<file path="src/rtl/aq_pkg.sv">
package aq_pkg;
  typedef enum logic [1:0] {
    ST_FILL = 2'd0,
    ST_DIV  = 2'd1,
    ST_OUT  = 2'd2
  } aq_state_e;

  localparam int QMAX = 127;
endpackage

</file>
<file path="src/rtl/aq_absmax.sv">
module aq_absmax #(
  parameter int DW = 16
) (
  input  logic          clk,
  input  logic          rst_n,
  input  logic          en,
  input  logic          first,
  input  logic [DW-1:0] din,
  output logic [DW:0]   amax
);
  localparam int AW = DW + 1;

  logic signed [AW-1:0] sx;
  logic [AW-1:0] mag;
  logic [AW-1:0] amax_q, amax_n;

  always_comb begin
    sx  = {din[DW-1], din};
    mag = sx[AW-1] ? AW'(-sx) : AW'(sx);
    amax_n = amax_q;
    if (en) begin
      if (first || (mag > amax_q)) amax_n = mag;
    end
  end

  always_ff @(posedge clk or negedge rst_n) begin
    if (!rst_n) amax_q <= '0;
    else        amax_q <= amax_n;
  end

  assign amax = amax_q;
endmodule

</file>
<file path="src/rtl/aq_recip_div.sv">
module aq_recip_div #(
  parameter int AW = 17,
  parameter int F  = 24
) (
  input  logic            clk,
  input  logic            rst_n,
  input  logic            start,
  input  logic [AW-1:0]   divisor,
  output logic            done,
  output logic [F+6:0]    quot
);
  localparam int NW = F + 7;
  localparam int CW = $clog2(NW + 1);
  localparam logic [NW-1:0] DVD = {7'd127, {F{1'b0}}};

  logic          run_q, run_n;
  logic          done_q, done_n;
  logic [CW-1:0] cnt_q, cnt_n;
  logic [AW-1:0] rem_q, rem_n;
  logic [AW-1:0] div_q, div_n;
  logic [NW-1:0] quo_q, quo_n;
  logic [NW-1:0] num_q, num_n;
  logic [AW:0]   trial, diff;
  logic          fits;

  always_comb begin
    trial  = {rem_q, num_q[NW-1]};
    diff   = trial - {1'b0, div_q};
    fits   = (trial >= {1'b0, div_q});
    run_n  = run_q;
    done_n = 1'b0;
    cnt_n  = cnt_q;
    rem_n  = rem_q;
    div_n  = div_q;
    quo_n  = quo_q;
    num_n  = num_q;
    if (start) begin
      run_n = 1'b1;
      cnt_n = CW'(NW);
      rem_n = '0;
      quo_n = '0;
      div_n = divisor;
      num_n = DVD;
    end else if (run_q) begin
      rem_n = fits ? diff[AW-1:0] : trial[AW-1:0];
      quo_n = {quo_q[NW-2:0], fits};
      num_n = {num_q[NW-2:0], 1'b0};
      cnt_n = cnt_q - CW'(1);
      if (cnt_q == CW'(1)) begin
        run_n  = 1'b0;
        done_n = 1'b1;
      end
    end
  end

  always_ff @(posedge clk or negedge rst_n) begin
    if (!rst_n) begin
      run_q  <= 1'b0;
      done_q <= 1'b0;
      cnt_q  <= '0;
      rem_q  <= '0;
      div_q  <= '0;
      quo_q  <= '0;
      num_q  <= '0;
    end else begin
      run_q  <= run_n;
      done_q <= done_n;
      cnt_q  <= cnt_n;
      rem_q  <= rem_n;
      div_q  <= div_n;
      quo_q  <= quo_n;
      num_q  <= num_n;
    end
  end

  assign done = done_q;
  assign quot = quo_q;
endmodule

</file>
<file path="src/rtl/aq_scale_mult.sv">
module aq_scale_mult #(
  parameter int DW = 16,
  parameter int F  = 24
) (
  input  logic [DW-1:0]  din,
  input  logic [F+6:0]   recip,
  output logic [7:0]     q
);
  import aq_pkg::*;
  localparam int AW = DW + 1;
  localparam int NW = F + 7;
  localparam int PW = AW + NW;
  localparam logic [PW-1:0] HALF = PW'(1) << (F - 1);

  logic signed [AW-1:0] sx;
  logic [AW-1:0] mag;
  logic [PW-1:0] prod, rnd;
  logic [6:0]    clip;

  always_comb begin
    sx   = {din[DW-1], din};
    mag  = sx[AW-1] ? AW'(-sx) : AW'(sx);
    prod = PW'(mag) * PW'(recip);
    rnd  = (prod + HALF) >> F;
    clip = (rnd > PW'(QMAX)) ? 7'(QMAX) : rnd[6:0];
    q    = din[DW-1] ? 8'(-{1'b0, clip}) : {1'b0, clip};
  end
endmodule

</file>
<file path="src/rtl/aq_token_quant.sv">
module aq_token_quant #(
  parameter int DW  = 16,
  parameter int D   = 16,
  parameter int F   = 24,
  parameter int EPS = 1
) (
  input  logic          clk,
  input  logic          rst_n,
  input  logic          in_valid,
  output logic          in_ready,
  input  logic [DW-1:0] in_data,
  input  logic          in_last,
  output logic          out_valid,
  output logic [7:0]    out_data,
  output logic          out_last,
  output logic [DW:0]   scale_out
);
  import aq_pkg::*;
  localparam int AW = DW + 1;
  localparam int NW = F + 7;
  localparam int IW = (D > 1) ? $clog2(D) : 1;

  aq_state_e     state_q, state_n;
  logic [IW-1:0] wr_idx_q, wr_idx_n;
  logic [IW-1:0] rd_idx_q, rd_idx_n;
  logic [IW-1:0] len_q, len_n;
  logic          start_q, start_n;
  logic [NW-1:0] recip_q, recip_n;
  logic [AW-1:0] scale_q, scale_n;
  logic          ov_q, ov_n;
  logic          ol_q, ol_n;
  logic [7:0]    od_q, od_n;

  logic [DW-1:0] tok_mem [D];
  logic          accept, tok_end, div_done;
  logic [AW-1:0] amax, guard_m;
  logic [NW-1:0] div_quot;
  logic [7:0]    code;

  assign accept   = in_valid && (state_q == ST_FILL);
  assign tok_end  = accept && (in_last || (wr_idx_q == IW'(D - 1)));
  assign guard_m  = (amax < AW'(EPS)) ? AW'(EPS) : amax;

  always_ff @(posedge clk) begin
    if (accept) tok_mem[wr_idx_q] <= in_data;
  end

  aq_absmax #(.DW(DW)) u_amax (
    .clk(clk), .rst_n(rst_n), .en(accept),
    .first(wr_idx_q == '0), .din(in_data), .amax(amax)
  );

  aq_recip_div #(.AW(AW), .F(F)) u_div (
    .clk(clk), .rst_n(rst_n), .start(start_q),
    .divisor(guard_m), .done(div_done), .quot(div_quot)
  );

  aq_scale_mult #(.DW(DW), .F(F)) u_mult (
    .din(tok_mem[rd_idx_q]), .recip(recip_q), .q(code)
  );

  always_comb begin
    state_n  = state_q;
    wr_idx_n = wr_idx_q;
    rd_idx_n = rd_idx_q;
    len_n    = len_q;
    start_n  = 1'b0;
    recip_n  = recip_q;
    scale_n  = scale_q;
    ov_n     = 1'b0;
    ol_n     = 1'b0;
    od_n     = od_q;
    unique case (state_q)
      ST_FILL: begin
        if (accept) begin
          wr_idx_n = wr_idx_q + IW'(1);
          if (tok_end) begin
            state_n  = ST_DIV;
            start_n  = 1'b1;
            len_n    = wr_idx_q;
            wr_idx_n = '0;
          end
        end
      end
      ST_DIV: begin
        if (div_done) begin
          state_n  = ST_OUT;
          recip_n  = div_quot;
          scale_n  = guard_m;
          rd_idx_n = '0;
        end
      end
      ST_OUT: begin
        ov_n     = 1'b1;
        od_n     = code;
        ol_n     = (rd_idx_q == len_q);
        rd_idx_n = rd_idx_q + IW'(1);
        if (rd_idx_q == len_q) begin
          state_n  = ST_FILL;
          rd_idx_n = '0;
        end
      end
      default: state_n = ST_FILL;
    endcase
  end

  always_ff @(posedge clk or negedge rst_n) begin
    if (!rst_n) begin
      state_q  <= ST_FILL;
      wr_idx_q <= '0;
      rd_idx_q <= '0;
      len_q    <= '0;
      start_q  <= 1'b0;
      recip_q  <= '0;
      scale_q  <= AW'(EPS);
      ov_q     <= 1'b0;
      ol_q     <= 1'b0;
      od_q     <= '0;
    end else begin
      state_q  <= state_n;
      wr_idx_q <= wr_idx_n;
      rd_idx_q <= rd_idx_n;
      len_q    <= len_n;
      start_q  <= start_n;
      recip_q  <= recip_n;
      scale_q  <= scale_n;
      ov_q     <= ov_n;
      ol_q     <= ol_n;
      od_q     <= od_n;
    end
  end

  assign in_ready  = (state_q == ST_FILL);
  assign out_valid = ov_q;
  assign out_last  = ol_q;
  assign out_data  = od_q;
  assign scale_out = scale_q;
endmodule

</file>
<file path="config.mk">
export PLATFORM = sky130hd
export DESIGN_NAME = aq_token_quant
export DESIGN_NICKNAME = d
export VERILOG_FILES = /design/src/rtl/aq_pkg.sv /design/src/rtl/aq_absmax.sv /design/src/rtl/aq_recip_div.sv /design/src/rtl/aq_scale_mult.sv /design/src/rtl/aq_token_quant.sv
export SDC_FILE = /design/constraint.sdc
export NUM_CORES = 2
export LEC_CHECK = 0
export BUFFER_PORTS_ARGS = -buffer_cell sky130_fd_sc_hd__buf_2
export CAP_MARGIN = 0
export CORE_MARGIN = 10
export CORE_UTILIZATION = 30
export DETAILED_ROUTE_END_ITERATION = 10
export HOLD_SLACK_MARGIN = 0.15
export PLACE_DENSITY = 0.45
export SYNTH_ARGS = -nofsm -noshare
export SYNTH_HDL_FRONTEND = slang
export SYNTH_SLANG_ARGS = --single-unit
</file>
<file path="constraint.sdc">
create_clock -name clk -period 10.1 [get_ports clk]
set_input_delay 0.505 -clock clk [delete_from_list [all_inputs] [get_ports clk]]
set_output_delay 0.505 -clock clk [all_outputs]
set_load 0.05 [all_outputs]
</file>
==> run metrics <==
period utilisation layout 103.4%; vias in the first global route ~25000; met3 wire len between 3 and 4 mm; Hold Path End tok_mem[8][11]; WS Path Type reg -> reg; HP Start in_data[11]; CTS buffer count 47; Final Non-Filler Cells ~5000; setup violators final 4; DRC errors left 0; MaxCap Viol Count 0; TritonCTS clock tree built; critical path startpoint category flip-flop; Die Height 363.9 um; drt pass-1 iters 5; NetSw roughly 5.1 mW; Top Layer Used met5; later-pin clock latency in the skew report roughly 0.62 ns; switching part of the total 44.21%; r2r setup slk -0.34 ns; Final min period between 10 and 15 ns; core area about 120000 sq um; layout cells sized above 1 approximately 19%; Synth cell types 72; clock sink total 425; DR iter-0 viols around 1200; placed insts about 4900; largest net degree at the start of global routing 86; Post-Syn Area 35490 sq um; CTS Buffer Depth 3; hold_ws 0.3329 ns; R2R Path Start rd_idx_q[0]; Reg-to-Reg End out_data[6]; DP HPWL 72.64 mm; cells after synthesis 3215; WL met2 approximately 47 mm; Yosys top cell by area fa_1; Synth top cells by count inv_1 (556), fa_1 (434), nand2_1 (377); fill count roughly 12000; max-slew violation count 0; H-Tree Depth 2; Worst Max-Slew Pin Slew around 1.1 ns; WP data required 10.58 ns; ys flop type edfxtp_1; Critical-path top delay cell fa_2; routed vias around 23000; drt total wl just under 100 mm; R2R depth 42; EDFF count, synth 256; Pleak 19.14 nW; port bufs 47; share of the synthesized area in the top cell type approximately a quarter; crit path DAT 10.91 ns; Area Growth Syn to Fin 19.33%; Slew HR between 20% and 30%; GP Congestion ~0.81; combinational power share between 60% and 70%; most frequent cell after synthesis inv_1; CP Max Fanout 7; Power per Cell Area ~270 nW/um^2; row count roughly 130; Initial Util 30.13%; final setup TNS -1.051 ns; Critical Path End Type flip-flop; mean post-synth cell area approximately 11 sq um; WHS Path Cells 1; final-stage net count approximately 4100; M1 wire length around 45 mm; design area 42350 sq um; Fmax 0.09580 GHz; post-DR vias/cell between 4 and 5; async set-reset flop share out of synthesis slightly below 40%; antenna violations before repair 1; violated checks negative setup slack; wire per inst about 19 um; register area share after synthesis between 30% and 40%; Reg power frac 22.2%; Final ANT Viol Nets 0; status finished with violations; final hold violations 0; placed inst area 39680 sq um; synth top area cells fa_1 (24%), edfxtp_1 (22%), dfrtp_1 (12%); setup slack after layout -0.3387 ns; Setup Skew 0.03979 ns; total track usage approximately 15%; chip width between 300 and 400 um; P_int 6.388 mW; Place WS -0.6225 ns; Worst-path clk slew 0.06 ns; global-route wire length before repair 150.4 mm; RSZ-0062 raised after global routing yes; Warnings, synthesis 0; total design power between 10 and 15 mW; GRT overflow 0; Worst VDD drop ~0.00017 V; final core occ 35.96%; Ports 48; clock root buffer clkbuf_16; Worst path max stage delay 0.56 ns; number of synthesized register bits between 400 and 500; Clk pwr share between 15 and 20%; Hold WC Path Type in -> reg; Die Area 132400 sq um
[cell families after synthesis]
kind of cell	Yosys count	synth area share, %
AO/OA/AOI/OAI	312	5.680
XOR/XNOR	67	1.675
adder cells (fa/ha/maj)	624	31.18
buffers and inverters	703	7.485
flip-flops	425	33.58
multiplexers	177	7.891
other	2	0.02116
AND/OR/NAND/NOR	905	12.48
[power by group through the flow]
stage,clock (mW),combinational [mW],sequential (mW)
after global placement,0,6.73,2.58
final,1.78,7.13,2.55
after CTS,1.84,6.87,2.55
after detailed placement,0,6.73,2.58
after floorplan,0,4.20,2.45
after global routing,1.90,8.06,2.60
[cells in the final DEF (no fill, tap or decap), types with 11 or more instances in the layout]
master / Yosys / layout
nand2_1: 377 / 374
clkbuf_16: 0 / 51
a21oi_2: 0 / 13
buf_4: 0 / 253
nand2b_1: 37 / 35
buf_12: 0 / 32
nor4_1: 14 / 11
conb_1: 2 / 32
edfxtp_1: 256 / 256
buf_2: 2 / 46
a211oi_1: 22 / 19
dfrtp_1: 168 / 164
a21oi_1: 70 / 57
o21a_1: 11 / 11
nor3_1: 30 / 22
mux2_2: 52 / 50
fa_2: 0 / 13
mux2i_1: 48 / 47
ha_1: 190 / 176
nor2_1: 109 / 104
o21ai_0: 90 / 76
clkbuf_1: 130 / 11
fa_1: 434 / 421
a21o_1: 39 / 39
nand3_1: 19 / 18
nand4_1: 21 / 21
buf_6: 2 / 12
xor2_1: 27 / 21
inv_1: 556 / 552
xnor2_1: 39 / 32
and3_1: 17 / 14
and2_1: 165 / 163
o21bai_1: 12 / 12
nor2b_1: 83 / 82
mux4_2: 77 / 77
[registers in the layout (all words and copies together) (netlist names)]
name         count
u_div.cnt_q      5
tok_mem        256
u_div.rem_q     17
len_q            4
u_div.div_q     17
u_div.done       1
scale_out       17
u_div.num_q      7
u_amax.amax     17
start_q          1
out_last         1
wr_idx_q         4
rd_idx_q         4
out_data         8
u_div.quot      31
out_valid        1
recip_q         31
state_q          2
u_div.run_q      1
[routing by layer]
layer / GRT usage, % / vias to the layer above
met4: 3.022 / 2
met5: 0 / -
met1: 19.92 / 11990
met2: 24.83 / 322
met3: 1.752 / 94
li1: - / 10960
[worst max-delay path, delay by kind of cell (launching register included)]
family / cells / cell delay [ns]
buffers and inverters: 9 / 0.85
xor gates and xnor gates: 1 / 0.19
and+or+nand+nor: 10 / 1.98
muxes: 4 / 1.44
DFF: 1 / 0.51
adders and majority gates: 8 / 3.23
AOI/OAI and AO/OA: 10 / 2.09
[how the worst max path moves through the flow]
stage / from / to / slack [ns] / cells past startpoint
2_1_floorplan: rd_idx_q[0] / out_data[4] / 0.004 / 43
3_3_place_gp: rd_idx_q[0] / out_data[4] / -0.49 / 38
3_5_place_dp: rd_idx_q[0] / out_data[6] / -0.62 / 38
4_1_cts: rd_idx_q[0] / out_data[6] / -0.31 / 43
5_1_grt: rd_idx_q[0] / out_data[4] / -0.71 / 42
6_report: rd_idx_q[0] / out_data[6] / -0.34 / 42
[cell type report]
| type | instances | area [sq um] | share of cell area, % |
|---|---|---|---|
| Clock buffer | 62 | 1284 | 3.031 |
| Clock inverter | 24 | 319.1 | 0.7534 |
| Antenna cell | 2 | 5.005 | 0.01182 |
| Sequential cell | 425 | 11930 | 28.17 |
| Timing Repair Buffer | 352 | 3044 | 7.188 |
| Inverter | 556 | 2087 | 4.928 |
| Multi-Input combinational cell | 2117 | 21760 | 51.38 |
| Tap cell | 1536 | 1922 | 4.538 |
[timing repair]
item                                    CTS  global route
buffers inserted                          7            33
hold buffers                              2             0
resized for setup                        36           107
endpoints found under the setup margin    7             8
pin swaps                                12            83
cloned                                    0             3
hold endpoints to repair                 41             0
No activity file was read; power rests on OpenSTA's default activity.
